**src/rtl/pwm_pair_pkg.sv**
```systemverilog
package pwm_pair_pkg;

    typedef enum logic [1:0] {
        LVL_HOLD   = 2'b00,
        LVL_TOGGLE = 2'b01,
        LVL_LOW    = 2'b10,
        LVL_HIGH   = 2'b11
    } lvl_act_e;

    typedef struct packed {
        logic active;
        logic pending;
    } sel_state_t;

    typedef struct packed {
        logic pwm;
    } out_state_t;

endpackage

```
**src/rtl/pwm_pair_regs.sv**
```systemverilog
module pwm_pair_regs #(
    parameter int CNT_W = 16,
    parameter int NB    = CNT_W / 8,
    parameter int BI_W  = (NB > 1) ? $clog2(NB) : 1
) (
    input  logic                  clk,
    input  logic                  rst_n,
    input  logic                  wr_en,
    input  logic                  wr_ch,
    input  logic [BI_W-1:0]       wr_byte,
    input  logic [7:0]            wr_data,
    output logic [1:0][CNT_W-1:0] cmp_val,
    output logic [1:0]            commit
);

    for (genvar ch = 0; ch < 2; ch++) begin : g_ch
        typedef struct packed {
            logic [CNT_W-1:0] stage;
            logic [CNT_W-1:0] value;
        } reg_state_t;

        reg_state_t ch_d, ch_q;
        logic       sel;
        logic       done;

        assign sel = wr_en && (wr_ch == (ch != 0));

        always_comb begin
            ch_d = ch_q;
            done = 1'b0;
            if (sel) begin
                if (wr_byte == '0) begin
                    ch_d.value      = ch_q.stage;
                    ch_d.value[7:0] = wr_data;
                    done            = 1'b1;
                end else begin
                    for (int b = 1; b < NB; b++) begin
                        if (wr_byte == BI_W'(b)) begin
                            ch_d.stage[b*8 +: 8] = wr_data;
                        end
                    end
                end
            end
        end

        always_ff @(posedge clk or negedge rst_n) begin
            if (!rst_n) begin
                ch_q <= '0;
            end else begin
                ch_q <= ch_d;
            end
        end

        assign cmp_val[ch] = ch_q.value;
        assign commit[ch]  = done;
    end

endmodule

```
**src/rtl/pwm_pair_select.sv**
```systemverilog
module pwm_pair_select
    import pwm_pair_pkg::*;
(
    input  logic       clk,
    input  logic       rst_n,
    input  logic       pair_link,
    input  logic       cnt_ovf,
    input  logic [1:0] commit,
    output logic       active,
    output logic       pending
);

    sel_state_t sel_d, sel_q;

    always_comb begin
        sel_d = sel_q;
        if (!pair_link) begin
            sel_d.active  = 1'b0;
            sel_d.pending = 1'b0;
        end else begin
            if (cnt_ovf && sel_q.pending) begin
                sel_d.active  = ~sel_q.active;
                sel_d.pending = 1'b0;
            end
            if (commit[~sel_d.active]) begin
                sel_d.pending = 1'b1;
            end
        end
    end

    always_ff @(posedge clk or negedge rst_n) begin
        if (!rst_n) begin
            sel_q <= '0;
        end else begin
            sel_q <= sel_d;
        end
    end

    assign active  = sel_q.active;
    assign pending = sel_q.pending;

endmodule

```
**src/rtl/pwm_pair_outgen.sv**
```systemverilog
module pwm_pair_outgen
    import pwm_pair_pkg::*;
#(
    parameter int CNT_W = 16
) (
    input  logic             clk,
    input  logic             rst_n,
    input  logic [CNT_W-1:0] cnt_val,
    input  logic             cnt_step,
    input  logic             cnt_ovf,
    input  logic             run,
    input  logic             ovf_toggle,
    input  logic [1:0]       lvl_sel,
    input  logic [CNT_W-1:0] cmp_act,
    output logic             pwm_out
);

    out_state_t out_d, out_q;
    logic       hit;
    lvl_act_e   act;

    assign act = lvl_act_e'(lvl_sel);

    always_comb begin
        out_d = out_q;
        hit   = cnt_step && (cnt_val == cmp_act);
        if (run) begin
            if (cnt_ovf && ovf_toggle) begin
                out_d.pwm = ~out_q.pwm;
            end else if (hit) begin
                case (act)
                    LVL_TOGGLE: out_d.pwm = ~out_q.pwm;
                    LVL_LOW:    out_d.pwm = 1'b0;
                    LVL_HIGH:   out_d.pwm = 1'b1;
                    default:    out_d.pwm = out_q.pwm;
                endcase
            end
        end
    end

    always_ff @(posedge clk or negedge rst_n) begin
        if (!rst_n) begin
            out_q <= '0;
        end else begin
            out_q <= out_d;
        end
    end

    assign pwm_out = out_q.pwm;

endmodule

```
**src/rtl/pwm_pair_buf.sv**
```systemverilog
module pwm_pair_buf #(
    parameter int CNT_W = 16,
    localparam int NB   = CNT_W / 8,
    localparam int BI_W = (NB > 1) ? $clog2(NB) : 1
) (
    input  logic             clk,
    input  logic             rst_n,
    input  logic [CNT_W-1:0] cnt_val,
    input  logic             cnt_step,
    input  logic             cnt_ovf,
    input  logic             pair_link,
    input  logic             even_mode_lo,
    input  logic [1:0]       lvl_sel,
    input  logic             ovf_toggle,
    input  logic             wr_en,
    input  logic             wr_ch,
    input  logic [BI_W-1:0]  wr_byte,
    input  logic [7:0]       wr_data,
    output logic             pwm_out,
    output logic             odd_pin_release,
    output logic             active_ch
);

    logic [1:0][CNT_W-1:0] cmp_val;
    logic [1:0]            commit;
    logic                  pending;
    logic [CNT_W-1:0]      cmp_act;
    logic                  run;

    pwm_pair_regs #(.CNT_W(CNT_W), .NB(NB), .BI_W(BI_W)) u_regs (
        .clk     (clk),
        .rst_n   (rst_n),
        .wr_en   (wr_en),
        .wr_ch   (wr_ch),
        .wr_byte (wr_byte),
        .wr_data (wr_data),
        .cmp_val (cmp_val),
        .commit  (commit)
    );

    pwm_pair_select u_sel (
        .clk       (clk),
        .rst_n     (rst_n),
        .pair_link (pair_link),
        .cnt_ovf   (cnt_ovf),
        .commit    (commit),
        .active    (active_ch),
        .pending   (pending)
    );

    assign cmp_act = cmp_val[active_ch];
    assign run     = (pair_link || even_mode_lo) && (lvl_sel != 2'b00);

    pwm_pair_outgen #(.CNT_W(CNT_W)) u_out (
        .clk        (clk),
        .rst_n      (rst_n),
        .cnt_val    (cnt_val),
        .cnt_step   (cnt_step),
        .cnt_ovf    (cnt_ovf),
        .run        (run),
        .ovf_toggle (ovf_toggle),
        .lvl_sel    (lvl_sel),
        .cmp_act    (cmp_act),
        .pwm_out    (pwm_out)
    );

    assign odd_pin_release = pair_link;

endmodule

```
**config.mk**
```make
export PLATFORM = sky130hd
export DESIGN_NAME = pwm_pair_buf
export DESIGN_NICKNAME = d
export VERILOG_FILES = /design/src/rtl/pwm_pair_pkg.sv /design/src/rtl/pwm_pair_regs.sv /design/src/rtl/pwm_pair_select.sv /design/src/rtl/pwm_pair_outgen.sv /design/src/rtl/pwm_pair_buf.sv
export SDC_FILE = /design/constraint.sdc
export NUM_CORES = 1
export LEC_CHECK = 0
export BUFFER_PORTS_ARGS = -buffer_cell sky130_fd_sc_hd__clkbuf_2
export CORE_ASPECT_RATIO = 0.75
export CORE_UTILIZATION = 50
export DETAILED_ROUTE_END_ITERATION = 8
export GPL_TIMING_DRIVEN = 0
export PLACE_DENSITY = 0.75
export SKIP_LAST_GASP = 1
export SLEW_MARGIN = 25
export SYNTH_ARGS = -nofsm -noshare
export SYNTH_HDL_FRONTEND = slang
export SYNTH_SLANG_ARGS = --single-unit
```
**constraint.sdc**
```tcl
create_clock -name clk -period 1.6 [get_ports clk]
set_input_delay 0.24 -clock clk [delete_from_list [all_inputs] [get_ports clk]]
set_output_delay 0.24 -clock clk [all_outputs]
set_load 0.01 [all_outputs]
```
==> load_flow_metrics.sql, run 1 <==
INSERT INTO impl_metrics (metric_group, metric, value, unit) VALUES
('power', 'cellLeakagePower', '1.223', 'nW'),
('sta', 'unrepaired_setup_endpoints_after_global_routing', 'true', ''),
('place', 'port_buffers', '38', ''),
('yosys', 'avgSynthCellArea', '14.11', 'µm²'),
('global_route', 'globalRoute.totalOverflow', '0', ''),
('floorplan', 'floorplan.die_area', '4993', 'µm²'),
('sta', 'max_freq', '517.6', 'MHz'),
('detailed_routing', 'drt_drc_violations_left', '0', ''),
('yosys', 'seq_area_frac_synth', '0.5417', ''),
('critical_path', 'crit_required', '1.83', 'ns'),
('detailed_routing', 'drt_wl_total', '4.670', 'mm'),
('sta', 'worst_pin_slew', '0.6611', 'ns'),
('sta', 'fin_ws', '-0.3319', 'ns'),
('critical_path', 'timing.setup.critical_path_class', 'register to register', ''),
('global_route', 'grtUsageTotal', '0.2138', ''),
('job', 'timing.max_cap.violations', '0', ''),
('detailed_routing', 'vias_per_cell', '5.344', ''),
('detailed_routing', 'drt-initial-drc-count', '78', ''),
('detailed_routing', 'drt_pass1_iterations', '4', ''),
('yosys', 'synth.yosys.warnings', '0', ''),
('sta', 'setup_viol', '1', ''),
('clock_network', 'cts_buffers', '5', ''),
('clock_network', 'cts_tree', 'yes', ''),
('place', 'place_congestion', '0.7342', ''),
('clock_network', 'ctsLongestPathBuffers', '2', ''),
('floorplan', 'floorplan.die.height', '61.45', 'µm'),
('clock_network', 'cts_hold_buffers', '0', ''),
('final_layout', 'postLayoutCoreUtil', '0.6346', ''),
('place', 'detailed_place_hpwl', '3.332', 'mm'),
('clock_network', 'root_buffer', 'sky130_fd_sc_hd__clkbuf_8', ''),
('place', 'place_ws', '-0.4104', 'ns'),
('sta', 'final_hold_viols', '3', ''),
('final_layout', 'num-nets-final', '257', ''),
('yosys', 'ys_async_sr_fraction', '1.000', ''),
('sta', 'layout_min_cycle_time', '1.932', 'ns'),
('final_layout', 'syn_to_final_growth', '21.03', '%'),
('floorplan', 'core_area', '4493', 'µm²'),
('clock_network', 'clock_sink_count', '51', ''),
('detailed_routing', 'detail-route-antenna-nets', '0', ''),
('sta', 'final-max-slew-violation-count', '0', ''),
('floorplan', 'dieWidth', '81.27', 'µm'),
('yosys', 'synth_enable_flop_cells', '0', ''),
('clock_network', 'worstSkewPairLatency', '0.30', 'ns'),
('global_route', 'wire_length_of_the_first_global_routing_pass', '7.376', 'mm'),
('critical_path', 'cp-end-kind', 'register', ''),
('global_route', 'first_global_vias', '1508', ''),
('hold_path', 'hp-class', 'input port to async pin', ''),
('floorplan', 'top_level_ports', '39', ''),
('yosys', 'post_synthesis_cell_area', '2356', 'µm²'),
('floorplan', 'start_util', '0.5244', ''),
('final_layout', 'drive_gt1_frac', '0.5135', ''),
('critical_path', 'worst-endpoint-arrival', '2.16', 'ns'),
('yosys', 'postSynthNetCount', '203', ''),
('global_route', 'grt_start_max_net_pins', '52', ''),
('sta', 'hold_ws', '-0.004848', 'ns'),
('floorplan', 'core.rowCount', '21', ''),
('sta', 'period_share', '1.207', ''),
('yosys', 'yosys_most_used_dff', 'sky130_fd_sc_hd__dfrtp_1', ''),
('final_layout', 'diodes', '0', ''),
('status', 'status', 'finished with violations', ''),
('detailed_routing', 'vias', '1491', ''),
('global_route', 'antenna_found_initial', '0', ''),
('critical_path', 'cp_max_fo', '7', ''),
('status', 'failed_checks', 'hold timing, setup timing', ''),
('power', 'power_density', '1153', 'nW/µm²'),
('sta', 'maxSlewHeadroom', '0.5593', ''),
('yosys', 'cell_count_after_synthesis', '167', ''),
('critical_path', 'worstSetupStartpointType', 'register', ''),
('yosys', 'yosys_register_bits', '51', ''),
('clock_network', 'clock_tree.htree_level_count', '2', ''),
('sta', 'clock_skew', '0.002743', 'ns'),
('detailed_routing', 'drt-wirelength-per-cell', '16.74', 'µm'),
('power', 'peakVddDrop', '0.7556', 'mV'),
('yosys', 'synth.lib_cells_used.distinct', '27', ''),
('clock_network', 'cts.clk_slew.worst_paths', '0.08', 'ns');
[layout make-up]
type	count	area (µm²)
buffer	5	57.56
inverter	1	3.754
timing repair buffer	48	287.8
clock buffer	8	100.1
sequential	51	1276
multi-input combinational	109	1055
fill	342	1642
tap	57	71.32
[power breakdown]
part | internal, mW | switching (mW) | leakage [nW]
sequential | 1.58 | 0.159 | 0.609
combinational | 0.450 | 0.319 | 0.562
clock | 0.395 | 0.386 | 0.0515
total | 2.43 | 0.863 | 1.22
[flip-flops by register name (all words and copies together), names as in the netlist]
register and count:
u_out.pwm_out 1, u_regs.cmp_val 32, u_regs.g_ch.ch_q 16, u_sel.active 1
u_sel.pending 1
[timing repair]
item / 4_1_cts / 5_1_grt
hold endpoints to repair: 0 / 0
gates resized for setup: 5 / 6
buffers inserted: 4 / 6
endpoints found under the setup margin: 11 / 10
pin swaps: 4 / 6
[critical path: stages (launching register included)]
cell and delay, ns:
sky130_fd_sc_hd__dfrtp_1 0.41, sky130_fd_sc_hd__buf_12 0.15, sky130_fd_sc_hd__buf_4 0.14, sky130_fd_sc_hd__mux2i_1 0.18, sky130_fd_sc_hd__xnor2_1 0.11, sky130_fd_sc_hd__nor4_2 0.29, sky130_fd_sc_hd__nand3_1 0.19, sky130_fd_sc_hd__o31a_1 0.32
sky130_fd_sc_hd__o21ai_1 0.07
[metrics by stage]
| step | TNS (ns) | instances | power (mW) | cell area, µm² | hold slack (ns) |
|---|---|---|---|---|---|
| final | -0.3319 | 279 | 3.289 | 2851 | -0.004848 |
| after global routing | -0.4472 | 279 | 3.472 | 2851 | 0.04936 |
| after CTS | -0.3437 | 274 | 3.289 | 2785 | 0.02263 |
| after detailed placement | -6.927 | 262 | 2.481 | 2620 | 0.3439 |
| after global placement | -5.521 | 262 | 2.413 | 2618 | 0.4808 |
| after floorplan | -0.07759 | 167 | 2.241 | 2356 | -0.05559 |
[cell usage in the layout (no fill, tap or decap), types with 2 or more instances in the layout]
cell type                  count
sky130_fd_sc_hd__o21ai_0       2
sky130_fd_sc_hd__mux2i_1      14
sky130_fd_sc_hd__buf_2         2
sky130_fd_sc_hd__xor2_1        2
sky130_fd_sc_hd__mux2_2       48
sky130_fd_sc_hd__nand3_1       4
sky130_fd_sc_hd__buf_12        3
sky130_fd_sc_hd__xnor2_1      15
sky130_fd_sc_hd__clkbuf_8      7
sky130_fd_sc_hd__o221ai_1      2
sky130_fd_sc_hd__nor4_2        2
sky130_fd_sc_hd__nand2_1       3
sky130_fd_sc_hd__dfrtp_1      51
sky130_fd_sc_hd__buf_4         9
sky130_fd_sc_hd__nor2_1        2
sky130_fd_sc_hd__clkbuf_2     37
sky130_fd_sc_hd__mux2i_2       2
[cells by family (layout without fill, tap and decap cells)]
group,count (synthesis),count (layout),share of synthesized area
simple gates,18,18,0.04355
flops,51,51,0.5417
buf+inv,7,62,0.02390
xor+xnor,17,17,0.06320
mux,64,64,0.2974
compound gates,10,10,0.03028
[routing by layer]
metal  wire length, µm  vias up  GRT usage
li1                  -      710          -
met1              2059      745     0.2688
met2              2394       29     0.3821
met3               171        7    0.04000
met4                44        0    0.06122
met5                 0        -          0
[final timing paths]
| kind | from | to | slack (ns) | cells after the start |
|---|---|---|---|---|
| max | u_sel.active | u_out.pwm_out | -0.33 | 8 |
| min in group clk | wr_data[4] | u_regs.cmp_val[4] | 0.22 | 2 |
| max in group asynchronous | rst_n | u_regs.cmp_val[2] | 1.18 | 1 |
| min reg2reg | u_regs.g_ch[0].ch_q[31] | u_regs.g_ch[0].ch_q[31] | 0.51 | 1 |
| min | rst_n | u_regs.cmp_val[4] | -0.005 | 1 |
| max reg2reg | u_sel.active | u_out.pwm_out | -0.33 | 8 |
[synth_stat cells, types with 2 or more instances]
cell	number	area (µm²)
sky130_fd_sc_hd__nand3_1	4	20.02
sky130_fd_sc_hd__nor2_1	2	7.510
sky130_fd_sc_hd__xor2_1	2	17.52
sky130_fd_sc_hd__mux2i_1	16	160.2
sky130_fd_sc_hd__dfrtp_1	51	1276
sky130_fd_sc_hd__mux2_2	48	540.5
sky130_fd_sc_hd__xnor2_1	15	131.4
sky130_fd_sc_hd__o21ai_0	3	15.01
sky130_fd_sc_hd__o221ai_1	2	17.52
sky130_fd_sc_hd__nand2_1	3	11.26
sky130_fd_sc_hd__nor3_1	2	10.01
sky130_fd_sc_hd__buf_2	2	10.01
sky130_fd_sc_hd__nor4_1	3	18.77
Power figures use the tool's default switching activity.
==> inputs of run 2 (changes only) <==
Settings changed: CORE_UTILIZATION 50 to 52.
Clock period 1.6 ns to 2.4 ns, I/O delays scaled along.
==> load_flow_metrics.sql, run 2 (synthesis results as in run 1) <==
INSERT INTO impl_metrics (metric_group, metric, value, unit) VALUES
('job', 'timing.max_cap.violations', '0', ''),
('global_route', 'first_global_vias', '1596', ''),
('final_layout', 'syn_to_final_growth', '14.66', '%'),
('global_route', 'grt_start_max_net_pins', '52', ''),
('sta', 'worst_pin_slew', '0.9054', 'ns'),
('clock_network', 'cts.clk_slew.worst_paths', '0.09', 'ns'),
('detailed_routing', 'vias_per_cell', '5.526', ''),
('critical_path', 'reg2reg_slack', '0.44', 'ns'),
('clock_network', 'cts_buffers', '5', ''),
('sta', 'period_share', '0.8171', ''),
('floorplan', 'start_util', '0.5604', ''),
('power', 'cellLeakagePower', '1.152', 'nW'),
('final_layout', 'ff_latch_area', '1276', 'µm²'),
('sta', 'setup_viol', '0', ''),
('sta', 'clock_skew', '0.003653', 'ns'),
('final_layout', 'diodes', '0', ''),
('global_route', 'grt_util_met1', '0.2708', ''),
('sta', 'unrepaired_setup_endpoints_after_global_routing', 'false', ''),
('power', 'peakVddDrop', '0.4047', 'mV'),
('detailed_routing', 'detail-route-antenna-nets', '0', ''),
('final_layout', 'postLayoutCoreUtil', '0.6426', ''),
('clock_network', 'worstSkewPairLatency', '0.31', 'ns'),
('place', 'postPlaceCellArea', '2618', 'µm²'),
('hold_path', 'hp-class', 'input port to async pin', ''),
('detailed_routing', 'drt-initial-drc-count', '77', ''),
('clock_network', 'ctsLongestPathBuffers', '2', ''),
('floorplan', 'floorplan.die_area', '4807', 'µm²'),
('final_layout', 'most_frequent_cells_in_the_layout', '51 x sky130_fd_sc_hd__dfrtp_1, 48 x sky130_fd_sc_hd__mux2_2, 37 x sky130_fd_sc_hd__clkbuf_2, 16 x sky130_fd_sc_hd__mux2i_1, 15 x sky130_fd_sc_hd__xnor2_1', ''),
('critical_path', 'timing.setup.critical_path_class', 'register to register', ''),
('final_layout', 'num-nets-final', '248', ''),
('global_route', 'grt_use_met2', '0.3956', ''),
('critical_path', 'cp_max_fo', '10', ''),
('clock_network', 'post-cts-setup-buffers', '0', ''),
('place', 'detailed_place_hpwl', '3.329', 'mm'),
('global_route', 'wire_length_of_the_first_global_routing_pass', '7.534', 'mm'),
('detailed_routing', 'drt_drc_violations_left', '0', ''),
('sta', 'max_freq', '509.9', 'MHz'),
('critical_path', 'critical_path.reg2reg.startpoint', 'u_sel.active', ''),
('final_layout', 'nFillCells', '329', ''),
('clock_network', 'cts.repair.resized', '0', ''),
('floorplan', 'core.rowCount', '20', ''),
('clock_network', 'cts_hold_buffers', '0', ''),
('final_layout', 'multi_input_comb_area', '1023', 'µm²'),
('global_route', 'antenna_found_initial', '0', ''),
('critical_path', 'crit_required', '2.63', 'ns'),
('floorplan', 'dieWidth', '79.73', 'µm'),
('detailed_routing', 'vias', '1481', ''),
('final_layout', 'drive_gt1_frac', '0.4695', ''),
('status', 'status', 'finished clean', ''),
('sta', 'hold_ws', '0.1069', 'ns'),
('place', 'placed_cells_incl_taps', '260', ''),
('global_route', 'global_route.peak_usage_layer', 'met2', ''),
('sta', 'maxSlewHeadroom', '0.3937', ''),
('floorplan', 'core_area', '4204', 'µm²'),
('clock_network', 'cts_tree', 'yes', ''),
('floorplan', 'floorplan.die.height', '60.30', 'µm'),
('detailed_routing', 'drt-wirelength-per-cell', '17.44', 'µm'),
('critical_path', 'worstSetupStartpointType', 'register', ''),
('global_route', 'grt_use_met3', '0.04275', ''),
('final_layout', 'layout_commonest_cell', 'sky130_fd_sc_hd__dfrtp_1', ''),
('critical_path', 'cp_cell_sequence', 'buf_6 > buf_12 > mux2i_1 > xnor2_1 > nor4_1 > nand3_1 > o31a_1 > o21ai_0', ''),
('place', 'port_buffers', '38', ''),
('final_layout', 'finish.instance_area', '2701', 'µm²'),
('power', 'power_density', '780.5', 'nW/µm²'),
('clock_network', 'clock_sink_count', '51', ''),
('sta', 'final_hold_viols', '0', ''),
('floorplan', 'top_level_ports', '39', ''),
('place', 'place_congestion', '0.7861', ''),
('critical_path', 'reg2reg_depth', '8', ''),
('sta', 'layout_min_cycle_time', '1.961', 'ns'),
('critical_path', 'worst_path_largest_cell_delay', '0.37', 'ns'),
('clock_network', 'root_buffer', 'sky130_fd_sc_hd__clkbuf_8', ''),
('global_route', 'grtUsageTotal', '0.2256', ''),
('critical_path', 'r2r_end', 'u_out.pwm_out', ''),
('detailed_routing', 'drt_pass1_iterations', '4', ''),
('detailed_routing', 'drt_wl_total', '4.675', 'mm'),
('sta', 'fin_setup_tns', '0', 'ns'),
('final_layout', 'layoutNonFillerInstCount', '268', ''),
('final_layout', 'largest_register_ff_count', '32', ''),
('clock_network', 'clock_tree.htree_level_count', '2', ''),
('critical_path', 'cp-end-kind', 'register', ''),
('critical_path', 'critical-path-slowest-cell', 'sky130_fd_sc_hd__dfrtp_1', ''),
('sta', 'final-max-slew-violation-count', '0', ''),
('global_route', 'globalRoute.totalOverflow', '0', ''),
('critical_path', 'worst-endpoint-arrival', '2.19', 'ns');
## run 2: per-stage QoR
step	worst slack, ns	power, mW
after detailed placement	0.2368	1.656
final	0.4389	2.108
after global placement	0.2885	1.609
after floorplan	0.7212	1.494
after CTS	0.4005	2.122
after global routing	0.2452	2.216
## run 2: worst max path at each step
stage / from / to / slack, ns / cells after the start
6_report: u_sel.active / u_out.pwm_out / 0.44 / 8
5_1_grt: u_sel.active / u_out.pwm_out / 0.25 / 8
4_1_cts: u_sel.active / u_out.pwm_out / 0.40 / 8
3_5_place_dp: wr_ch / u_regs.cmp_val[12] / 0.24 / 4
3_3_place_gp: wr_ch / u_regs.cmp_val[13] / 0.29 / 4
2_1_floorplan: u_sel.active / u_out.pwm_out / 0.72 / 8
## run 2: worst max-delay path: cells and delay by family (launching register included)
family / cells / cell delay [ns]
compound gates: 2 / 0.41
xor+xnor: 1 / 0.08
buf+inv: 2 / 0.37
flops: 1 / 0.37
mux: 1 / 0.21
simple gates: 2 / 0.44
## run 2: metal layers
| metal | routed length (µm) | vias to the layer above |
|---|---|---|
| met1 | 2118 | 749 |
| met4 | 87 | 0 |
| met2 | 2316 | 35 |
| met3 | 153 | 7 |
| li1 | - | 690 |
| met5 | 0 | - |
## run 2: layout make-up
class | instances | share of cell area
plain buffers | 6 | 0.01945
clock buffers | 5 | 0.02547
clock inverters | 3 | 0.005558
inverters | 1 | 0.001390
multi-input cells | 109 | 0.3789
flip-flops and latches | 51 | 0.4724
well taps | 55 | 0.02547
repair buffers | 38 | 0.07133
## run 2: power by group
group          internal [mW]  switching, mW
sequential              1.05          0.103
combinational          0.278          0.199
clock                  0.200          0.275
